$ cat config.mk
export PLATFORM = sky130hd
export DESIGN_NAME = spi_status_slave
export DESIGN_NICKNAME = d
export VERILOG_FILES = /design/src/rtl/spi_status_pkg.sv /design/src/rtl/spi_sync.sv /design/src/rtl/spi_miso_gen.sv /design/src/rtl/spi_status_slave.sv
export SDC_FILE = /design/constraint.sdc
export NUM_CORES = 1
export LEC_CHECK = 0
export BUFFER_PORTS_ARGS = -buffer_cell sky130_fd_sc_hd__buf_2
export CAP_MARGIN = 40
export CORE_MARGIN = 8
export CORE_UTILIZATION = 53
export CTS_CLUSTER_SIZE = 28
export DETAILED_ROUTE_END_ITERATION = 10
export PLACE_DENSITY = 0.78
export SLEW_MARGIN = 20
export SYNTH_ARGS = -nofsm -noshare
export SYNTH_HDL_FRONTEND = slang
export SYNTH_SLANG_ARGS = --single-unit
$ cat constraint.sdc
create_clock -name clk -period 1.9 [get_ports clk]
set_input_delay 0.38 -clock clk [delete_from_list [all_inputs] [get_ports clk]]
set_output_delay 0.38 -clock clk [all_outputs]
set_load 0.03 [all_outputs]
$ cat src/rtl/spi_status_pkg.sv
package spi_status_pkg;
  localparam int CMD_BITS = 8;
  localparam int ADDR_W   = CMD_BITS - 1;

  typedef struct packed {
    logic       zero;
    logic       pll_lock;
    logic       overrun;
    logic       underrun;
    logic       full;
    logic       empty;
    logic [1:0] level;
  } status_t;
endpackage

$ cat src/rtl/spi_sync.sv
module spi_sync #(
  parameter int        W       = 1,
  parameter int        STAGES  = 2,
  parameter logic [W-1:0] RST_VAL = '0
) (
  input  logic         clk,
  input  logic         rst,
  input  logic [W-1:0] d,
  output logic [W-1:0] q
);
  logic [W-1:0] chain [STAGES];

  always_ff @(posedge clk) begin
    if (rst) chain[0] <= RST_VAL;
    else     chain[0] <= d;
  end

  for (genvar s = 1; s < STAGES; s++) begin : g_stage
    always_ff @(posedge clk) begin
      if (rst) chain[s] <= RST_VAL;
      else     chain[s] <= chain[s-1];
    end
  end

  assign q = chain[STAGES-1];
endmodule

$ cat src/rtl/spi_miso_gen.sv
module spi_miso_gen
  import spi_status_pkg::*;
#(
  parameter int DATA_W = 8,
  parameter int CNT_W  = 5
) (
  input  logic                  clk,
  input  logic                  rst,
  input  logic                  sel_n_s,
  input  logic                  sel_fall,
  input  logic                  sck_fall,
  input  logic [CNT_W-1:0]      bit_cnt,
  input  status_t               status,
  input  logic                  load,
  input  logic                  wide_hit,
  input  logic                  wide_high,
  input  logic [2*DATA_W-1:0]   wide_value,
  input  logic [DATA_W-1:0]     rdata,
  output logic                  miso
);
  localparam int TX_W = 2 * DATA_W;

  logic [TX_W-1:0]     tx_sr;
  logic [TX_W-1:0]     snapshot;
  logic [CMD_BITS-1:0] stat_vec;
  logic [2:0]          stat_idx;

  assign stat_vec = status;
  assign stat_idx = 3'd7 - bit_cnt[2:0];

  always_comb begin
    if (!wide_hit)      snapshot = {rdata, {DATA_W{1'b0}}};
    else if (wide_high) snapshot = wide_value;
    else                snapshot = {wide_value[DATA_W-1:0], wide_value[TX_W-1:DATA_W]};
  end

  always_ff @(posedge clk) begin
    if (rst || sel_n_s) begin
      miso  <= 1'b0;
      tx_sr <= '0;
    end else if (sel_fall) begin
      miso <= stat_vec[CMD_BITS-1];
    end else if (load) begin
      tx_sr <= snapshot;
    end else if (sck_fall) begin
      if (bit_cnt < CNT_W'(CMD_BITS)) begin
        miso <= stat_vec[stat_idx];
      end else begin
        miso  <= tx_sr[TX_W-1];
        tx_sr <= {tx_sr[TX_W-2:0], 1'b0};
      end
    end
  end


  miso_idle_chk: assert property (@(posedge clk) disable iff (rst)
    sel_n_s |=> !miso);
endmodule

$ cat src/rtl/spi_status_slave.sv
module spi_status_slave
  import spi_status_pkg::*;
#(
  parameter int DATA_W      = 8,
  parameter int SYNC_STAGES = 2
) (
  input  logic                  clk,
  input  logic                  rst,
  input  logic                  spi_sel_n,
  input  logic                  spi_sck,
  input  logic                  spi_mosi,
  output logic                  spi_miso,
  output logic [6:0]            reg_addr,
  output logic                  reg_wr,
  output logic [DATA_W-1:0]     reg_wdata,
  output logic                  reg_rd,
  input  logic [DATA_W-1:0]     reg_rdata,
  input  logic                  wide_hit,
  input  logic                  wide_high,
  input  logic [2*DATA_W-1:0]   wide_value,
  input  logic                  stat_pll_lock,
  input  logic                  stat_overrun,
  input  logic                  stat_underrun,
  input  logic                  stat_full,
  input  logic                  stat_empty,
  input  logic [1:0]            stat_level,
  output logic                  acc_start,
  output logic                  acc_end
);
  localparam int MAX_BITS = CMD_BITS + 2 * DATA_W;
  localparam int CNT_W    = $clog2(MAX_BITS + 1);
  localparam int SR_W     = (DATA_W > CMD_BITS ? DATA_W : CMD_BITS) - 1;

  logic [2:0]       pins_s;
  logic             sel_n_s, sck_s, mosi_s;
  logic             sel_prev, sck_prev;
  logic             sel_fall, sel_rise, sck_rise, sck_fall;
  logic [CNT_W-1:0] bit_cnt;
  logic [SR_W-1:0]  in_sr;
  logic             is_wr;
  status_t          status;

  spi_sync #(.W(3), .STAGES(SYNC_STAGES), .RST_VAL(3'b100)) u_sync (
    .clk (clk),
    .rst (rst),
    .d   ({spi_sel_n, spi_sck, spi_mosi}),
    .q   (pins_s)
  );

  assign {sel_n_s, sck_s, mosi_s} = pins_s;
  assign sel_fall = sel_prev & ~sel_n_s;
  assign sel_rise = ~sel_prev & sel_n_s;
  assign sck_rise = ~sck_prev & sck_s & ~sel_n_s;
  assign sck_fall = sck_prev & ~sck_s & ~sel_n_s;

  always_ff @(posedge clk) begin
    if (rst) begin
      sel_prev  <= 1'b1;
      sck_prev  <= 1'b0;
      acc_start <= 1'b0;
      acc_end   <= 1'b0;
    end else begin
      sel_prev  <= sel_n_s;
      sck_prev  <= sck_s;
      acc_start <= sel_fall;
      acc_end   <= sel_rise;
    end
  end

  // bit counter: cleared whenever select is high
  always_ff @(posedge clk) begin
    if (rst || sel_n_s)
      bit_cnt <= '0;
    else if (sck_rise && bit_cnt != CNT_W'(MAX_BITS))
      bit_cnt <= bit_cnt + 1'b1;
  end

  always_ff @(posedge clk) begin
    if (rst) in_sr <= '0;
    else if (sck_rise) in_sr <= {in_sr[SR_W-2:0], mosi_s};
  end

  always_ff @(posedge clk) begin
    if (rst) begin
      is_wr     <= 1'b0;
      reg_addr  <= '0;
      reg_rd    <= 1'b0;
      reg_wr    <= 1'b0;
      reg_wdata <= '0;
    end else begin
      reg_rd <= 1'b0;
      reg_wr <= 1'b0;
      if (sck_rise && bit_cnt == CNT_W'(CMD_BITS - 1)) begin
        is_wr    <= in_sr[CMD_BITS-2];
        reg_addr <= {in_sr[ADDR_W-2:0], mosi_s};
        reg_rd   <= ~in_sr[CMD_BITS-2];
      end
      if (sck_rise && is_wr && bit_cnt == CNT_W'(CMD_BITS + DATA_W - 1)) begin
        reg_wr    <= 1'b1;
        reg_wdata <= {in_sr[DATA_W-2:0], mosi_s};
      end
    end
  end

  assign status = '{zero: 1'b0, pll_lock: stat_pll_lock, overrun: stat_overrun,
                    underrun: stat_underrun, full: stat_full, empty: stat_empty,
                    level: stat_level};

  spi_miso_gen #(.DATA_W(DATA_W), .CNT_W(CNT_W)) u_miso (
    .clk        (clk),
    .rst        (rst),
    .sel_n_s    (sel_n_s),
    .sel_fall   (sel_fall),
    .sck_fall   (sck_fall),
    .bit_cnt    (bit_cnt),
    .status     (status),
    .load       (reg_rd),
    .wide_hit   (wide_hit),
    .wide_high  (wide_high),
    .wide_value (wide_value),
    .rdata      (reg_rdata),
    .miso       (spi_miso)
  );


  wr_after_data_chk: assert property (@(posedge clk) disable iff (rst)
    reg_wr |-> (bit_cnt == CNT_W'(CMD_BITS + DATA_W) || sel_n_s));

  rd_after_addr_chk: assert property (@(posedge clk) disable iff (rst)
    reg_rd |-> (bit_cnt == CNT_W'(CMD_BITS) || sel_n_s));

  single_wr_chk: assert property (@(posedge clk) disable iff (rst)
    reg_wr |=> !reg_wr);

  strobe_excl_chk: assert property (@(posedge clk) disable iff (rst)
    !(acc_start && acc_end));

  wr_rd_excl_chk: assert property (@(posedge clk) disable iff (rst)
    !(reg_wr && reg_rd));
endmodule

==> impl_metrics.xml <==
<?xml version="1.0" encoding="UTF-8"?>
<metrics>
  <group name="detailed_routing">
    <metric name="routed_vias_inst" unit="">5.317</metric>
    <metric name="finalWirelength" unit="µm">5870</metric>
    <metric name="antenna_violating_nets_post_route" unit="">0</metric>
    <metric name="via_count_of_the_routed_design" unit="">2217</metric>
    <metric name="drtPass1Iterations" unit="">5</metric>
    <metric name="wl_per_cell" unit="µm">14.08</metric>
    <metric name="initialDrtViolationCount" unit="">73</metric>
    <metric name="drcViolationCount" unit="">0</metric>
  </group>
  <group name="clocking">
    <metric name="clock_pin_slew_reported_for_the_worst_setup_and_hold_paths_after_clock_tree_synthesis" unit="ns">0.06</metric>
    <metric name="root_buffer" unit="">sky130_fd_sc_hd__clkbuf_8</metric>
    <metric name="cts_sinks" unit="">57</metric>
    <metric name="cts_max_level" unit="">3</metric>
    <metric name="ctsHoldBuffers" unit="">0</metric>
    <metric name="post_cts.resized_instances" unit="">0</metric>
    <metric name="postCtsSetupRepairBufs" unit="">0</metric>
    <metric name="tritoncts" unit="">yes</metric>
    <metric name="clock_insertion_delay_worst_skew" unit="ns">0.33</metric>
    <metric name="cts_inserted_buffers" unit="">9</metric>
    <metric name="ctsLongestPathBuffers" unit="">2</metric>
  </group>
  <group name="critical_path">
    <metric name="crit_type" unit="">reg2reg</metric>
    <metric name="cp.required" unit="ns">2.15</metric>
    <metric name="worst_flop_to_flop_path_startpoint" unit="">bit_cnt[1]</metric>
    <metric name="regToRegSetupSlack" unit="ns">0.25</metric>
    <metric name="cp_max_fo" unit="">8</metric>
    <metric name="worstRegToRegCells" unit="">6</metric>
    <metric name="worstSetupEndpointType" unit="">flip-flop</metric>
    <metric name="critPathLaunchType" unit="">flip-flop</metric>
    <metric name="r2r-end" unit="">reg_wdata[5]</metric>
    <metric name="cp_data_arrival_time" unit="ns">1.90</metric>
  </group>
  <group name="floorplanning">
    <metric name="row_count" unit="">25</metric>
    <metric name="ioPinCount" unit="">58</metric>
    <metric name="die_footprint" unit="µm²">7359</metric>
    <metric name="initial_core_util" unit="%">54.65</metric>
    <metric name="core_box_area" unit="µm²">4723</metric>
    <metric name="chipHeight" unit="µm">85.79</metric>
    <metric name="die-width" unit="µm">85.79</metric>
  </group>
  <group name="timing">
    <metric name="achievable-frequency" unit="GHz">0.6059</metric>
    <metric name="finalHoldWorstSlack" unit="ns">0.2357</metric>
    <metric name="timing.slew.headroom" unit="%">66.20</metric>
    <metric name="period_share" unit="%">86.87</metric>
    <metric name="timing.final.crit_period" unit="ns">1.650</metric>
    <metric name="slew_viol_final" unit="">0</metric>
    <metric name="transition_time_of_the_tightest_slew_check_pin" unit="ns">0.5060</metric>
    <metric name="rsz0062_at_grt" unit="">no</metric>
    <metric name="worst_clock_skew" unit="ns">0.01051</metric>
    <metric name="setup_viol_count_final" unit="">0</metric>
    <metric name="hold_viol_final" unit="">0</metric>
    <metric name="tns" unit="ns">0</metric>
  </group>
  <group name="hold_path">
    <metric name="min-delay-path-class" unit="">in2reg</metric>
    <metric name="hold_start" unit="">spi_sel_n</metric>
    <metric name="hold_path_end" unit="">u_sync.chain[0][2]</metric>
    <metric name="hold-path-cell-count" unit="">2</metric>
  </group>
  <group name="logic_synthesis">
    <metric name="synthesized_netlist_cell_count" unit="">289</metric>
    <metric name="synth_top_cell_by_area" unit="">sky130_fd_sc_hd__dfxtp_1</metric>
    <metric name="ys_warn_count" unit="">0</metric>
    <metric name="synth_enable_flop_cells" unit="">0</metric>
    <metric name="synth_top_cells_by_area" unit="">sky130_fd_sc_hd__dfxtp_1, sky130_fd_sc_hd__mux2i_1, sky130_fd_sc_hd__a21oi_1</metric>
    <metric name="synth.lib_cells_used.distinct" unit="">46</metric>
    <metric name="synth-seq-cells" unit="">57</metric>
    <metric name="post_synth_top_flop" unit="">sky130_fd_sc_hd__dfxtp_1</metric>
    <metric name="dominant_combinational_cell_family_by_area_after_synthesis" unit="">simple AND/OR/NAND/NOR gates</metric>
    <metric name="syn_avg_cell_area" unit="µm²">8.932</metric>
    <metric name="yosys.area_share.simple" unit="%">18.90</metric>
    <metric name="postSynth.asyncResetShare" unit="%">0</metric>
    <metric name="synth_top_cell_area_share" unit="%">44.21</metric>
    <metric name="synth_nets" unit="">330</metric>
    <metric name="synth_fa_ha_area_share" unit="%">1.454</metric>
    <metric name="mappedNetlistArea" unit="µm²">2581</metric>
    <metric name="synth_compound_area_share" unit="%">18.37</metric>
    <metric name="synth.yosys.seq_area_share" unit="%">44.21</metric>
    <metric name="synth.mux.area_fraction" unit="%">10.66</metric>
    <metric name="synth_xor_area_share" unit="%">0.6786</metric>
  </group>
  <group name="global_routing">
    <metric name="grt_first_pass_wirelength" unit="µm">10090</metric>
    <metric name="grt_pass1_vias" unit="">2172</metric>
    <metric name="grt.overflow.total" unit="">0</metric>
    <metric name="global_route.usage.total" unit="%">17.12</metric>
    <metric name="antenna_found_initial" unit="">0</metric>
    <metric name="grt_start_max_net_pins" unit="">34</metric>
  </group>
  <group name="finish">
    <metric name="layout-drive-gt1-share" unit="%">27.43</metric>
    <metric name="seq_area" unit="µm²">1141</metric>
    <metric name="area_delta_synth_final" unit="%">21.09</metric>
    <metric name="final_net_count" unit="">386</metric>
    <metric name="antenna_cells_inserted" unit="">0</metric>
    <metric name="multi_input_area" unit="µm²">1292</metric>
    <metric name="count_of_fill_cells_added_during_filler_insertion" unit="">395</metric>
    <metric name="finish.instance_area" unit="µm²">3126</metric>
  </group>
  <group name="power_and_ir_drop">
    <metric name="powerDensity" unit="nW/µm²">825.2</metric>
    <metric name="ir_worst_vdd" unit="µV">729.8</metric>
    <metric name="standby_leakage_power" unit="nW">1.361</metric>
  </group>
  <group name="run">
    <metric name="max_cap_viols" unit="">0</metric>
  </group>
  <group name="placed_design">
    <metric name="placedInstanceArea" unit="µm²">2904</metric>
    <metric name="place_congestion" unit="">0.8403</metric>
    <metric name="portBuffers" unit="">57</metric>
    <metric name="hpwl" unit="µm">4259</metric>
  </group>
  <group name="status">
    <metric name="run_status" unit="">complete, no violations</metric>
  </group>
</metrics>
-- layout make-up --
| cell class | count | area share [%] |
|---|---|---|
| inverters | 11 | 1.321 |
| repair buffers | 65 | 11.05 |
| clock inverters | 4 | 2.442 |
| flip-flops and latches | 57 | 36.51 |
| well taps | 67 | 2.682 |
| multi-input cells | 201 | 41.35 |
| clock buffers | 12 | 4.644 |
-- synth_stat cells, types with 2 or more instances --
cell type                  instances
sky130_fd_sc_hd__nand2_1          35
sky130_fd_sc_hd__nand3_1           3
sky130_fd_sc_hd__a31oi_1           2
sky130_fd_sc_hd__clkbuf_1          8
sky130_fd_sc_hd__or2_2             3
sky130_fd_sc_hd__inv_1            11
sky130_fd_sc_hd__mux2i_1          23
sky130_fd_sc_hd__buf_2             6
sky130_fd_sc_hd__o22ai_1           6
sky130_fd_sc_hd__a21oi_1          41
sky130_fd_sc_hd__and3_1            3
sky130_fd_sc_hd__nand4_1           9
sky130_fd_sc_hd__a21oi_2           2
sky130_fd_sc_hd__buf_4             2
sky130_fd_sc_hd__nor3_1            2
sky130_fd_sc_hd__dfxtp_1          57
sky130_fd_sc_hd__o21ai_0          10
sky130_fd_sc_hd__mux2_2            2
sky130_fd_sc_hd__o31ai_1          14
sky130_fd_sc_hd__buf_6             2
sky130_fd_sc_hd__nor2b_1           6
sky130_fd_sc_hd__nor2_1           16
sky130_fd_sc_hd__ha_1              3
-- state kept, by name, indices dropped and copies added (netlist names), 5 cells and up --
signal        cells
in_sr             7
u_miso.tx_sr     16
bit_cnt           5
u_sync.chain      6
reg_addr          7
reg_wdata         8
-- cells by family after synthesis --
logic type / after synthesis
AO/OA/AOI/OAI: 80
XOR/XNOR: 2
adder cells (fa/ha/maj): 3
buffers and inverters: 31
flip-flops: 57
multiplexers: 26
AND/OR/NAND/NOR: 90
-- placed cells by master, fill, tap and decap left out, types with 3 or more instances in the layout --
cell type,n
sky130_fd_sc_hd__a21oi_1,41
sky130_fd_sc_hd__and3_1,3
sky130_fd_sc_hd__buf_2,57
sky130_fd_sc_hd__buf_4,8
sky130_fd_sc_hd__clkbuf_8,10
sky130_fd_sc_hd__dfxtp_1,57
sky130_fd_sc_hd__ha_1,3
sky130_fd_sc_hd__inv_1,11
sky130_fd_sc_hd__mux2i_1,23
sky130_fd_sc_hd__nand2_1,35
sky130_fd_sc_hd__nand3_1,3
sky130_fd_sc_hd__nand4_1,9
sky130_fd_sc_hd__nor2_1,16
sky130_fd_sc_hd__nor2b_1,6
sky130_fd_sc_hd__o21ai_0,10
sky130_fd_sc_hd__o22ai_1,6
sky130_fd_sc_hd__o31ai_1,14
sky130_fd_sc_hd__or2_2,3
-- worst max-delay path, cell delays in order, from the launching register on --
cell and delay [ns]:
sky130_fd_sc_hd__dfxtp_1 0.43, sky130_fd_sc_hd__ha_1 0.25, sky130_fd_sc_hd__and3_1 0.17, sky130_fd_sc_hd__ha_1 0.17
sky130_fd_sc_hd__and3_1 0.33, sky130_fd_sc_hd__nand2_1 0.09, sky130_fd_sc_hd__a21oi_1 0.14
-- report_power, final --
group,switching (mW),internal (mW)
logic,0.0626,0.0585
clock network,0.470,0.777
registers,0.00768,1.20
-- through the flow --
stage | instances | util (%) | power, mW | worst slack [ns]
6_report | 417 | 66.17 | 2.579 | 0.2495
2_1_floorplan | 289 | - | 1.308 | 0.3535
3_3_place_gp | 401 | 61.48 | 1.356 | 0.3340
5_1_grt | 417 | 66.17 | 2.682 | 0.1020
4_1_cts | 417 | 66.17 | 2.612 | 0.2472
3_5_place_dp | 401 | 61.48 | 1.359 | 0.2558
-- per-layer routing --
layer / GRT usage [%] / routed length [µm] / vias up
met3: 5.731 / 368 / 6
met2: 28.07 / 2862 / 60
li1: - / - / 1143
met4: 8.121 / 46 / 0
met5: 0 / 0 / -
met1: 19.58 / 2592 / 1008
-- worst max-delay path by stage --
stage,startpoint,to,slack [ns],cells after the start
after global placement,bit_cnt[1],reg_wdata[4],0.33,6
final,bit_cnt[1],reg_wdata[5],0.25,6
after detailed placement,bit_cnt[1],reg_wdata[0],0.26,6
after global routing,bit_cnt[1],reg_wdata[2],0.10,6
after CTS,bit_cnt[1],reg_wdata[0],0.25,6
after floorplan,reg_rd,u_miso.tx_sr[10],0.35,6
No activity file was read; power rests on OpenSTA's default activity.
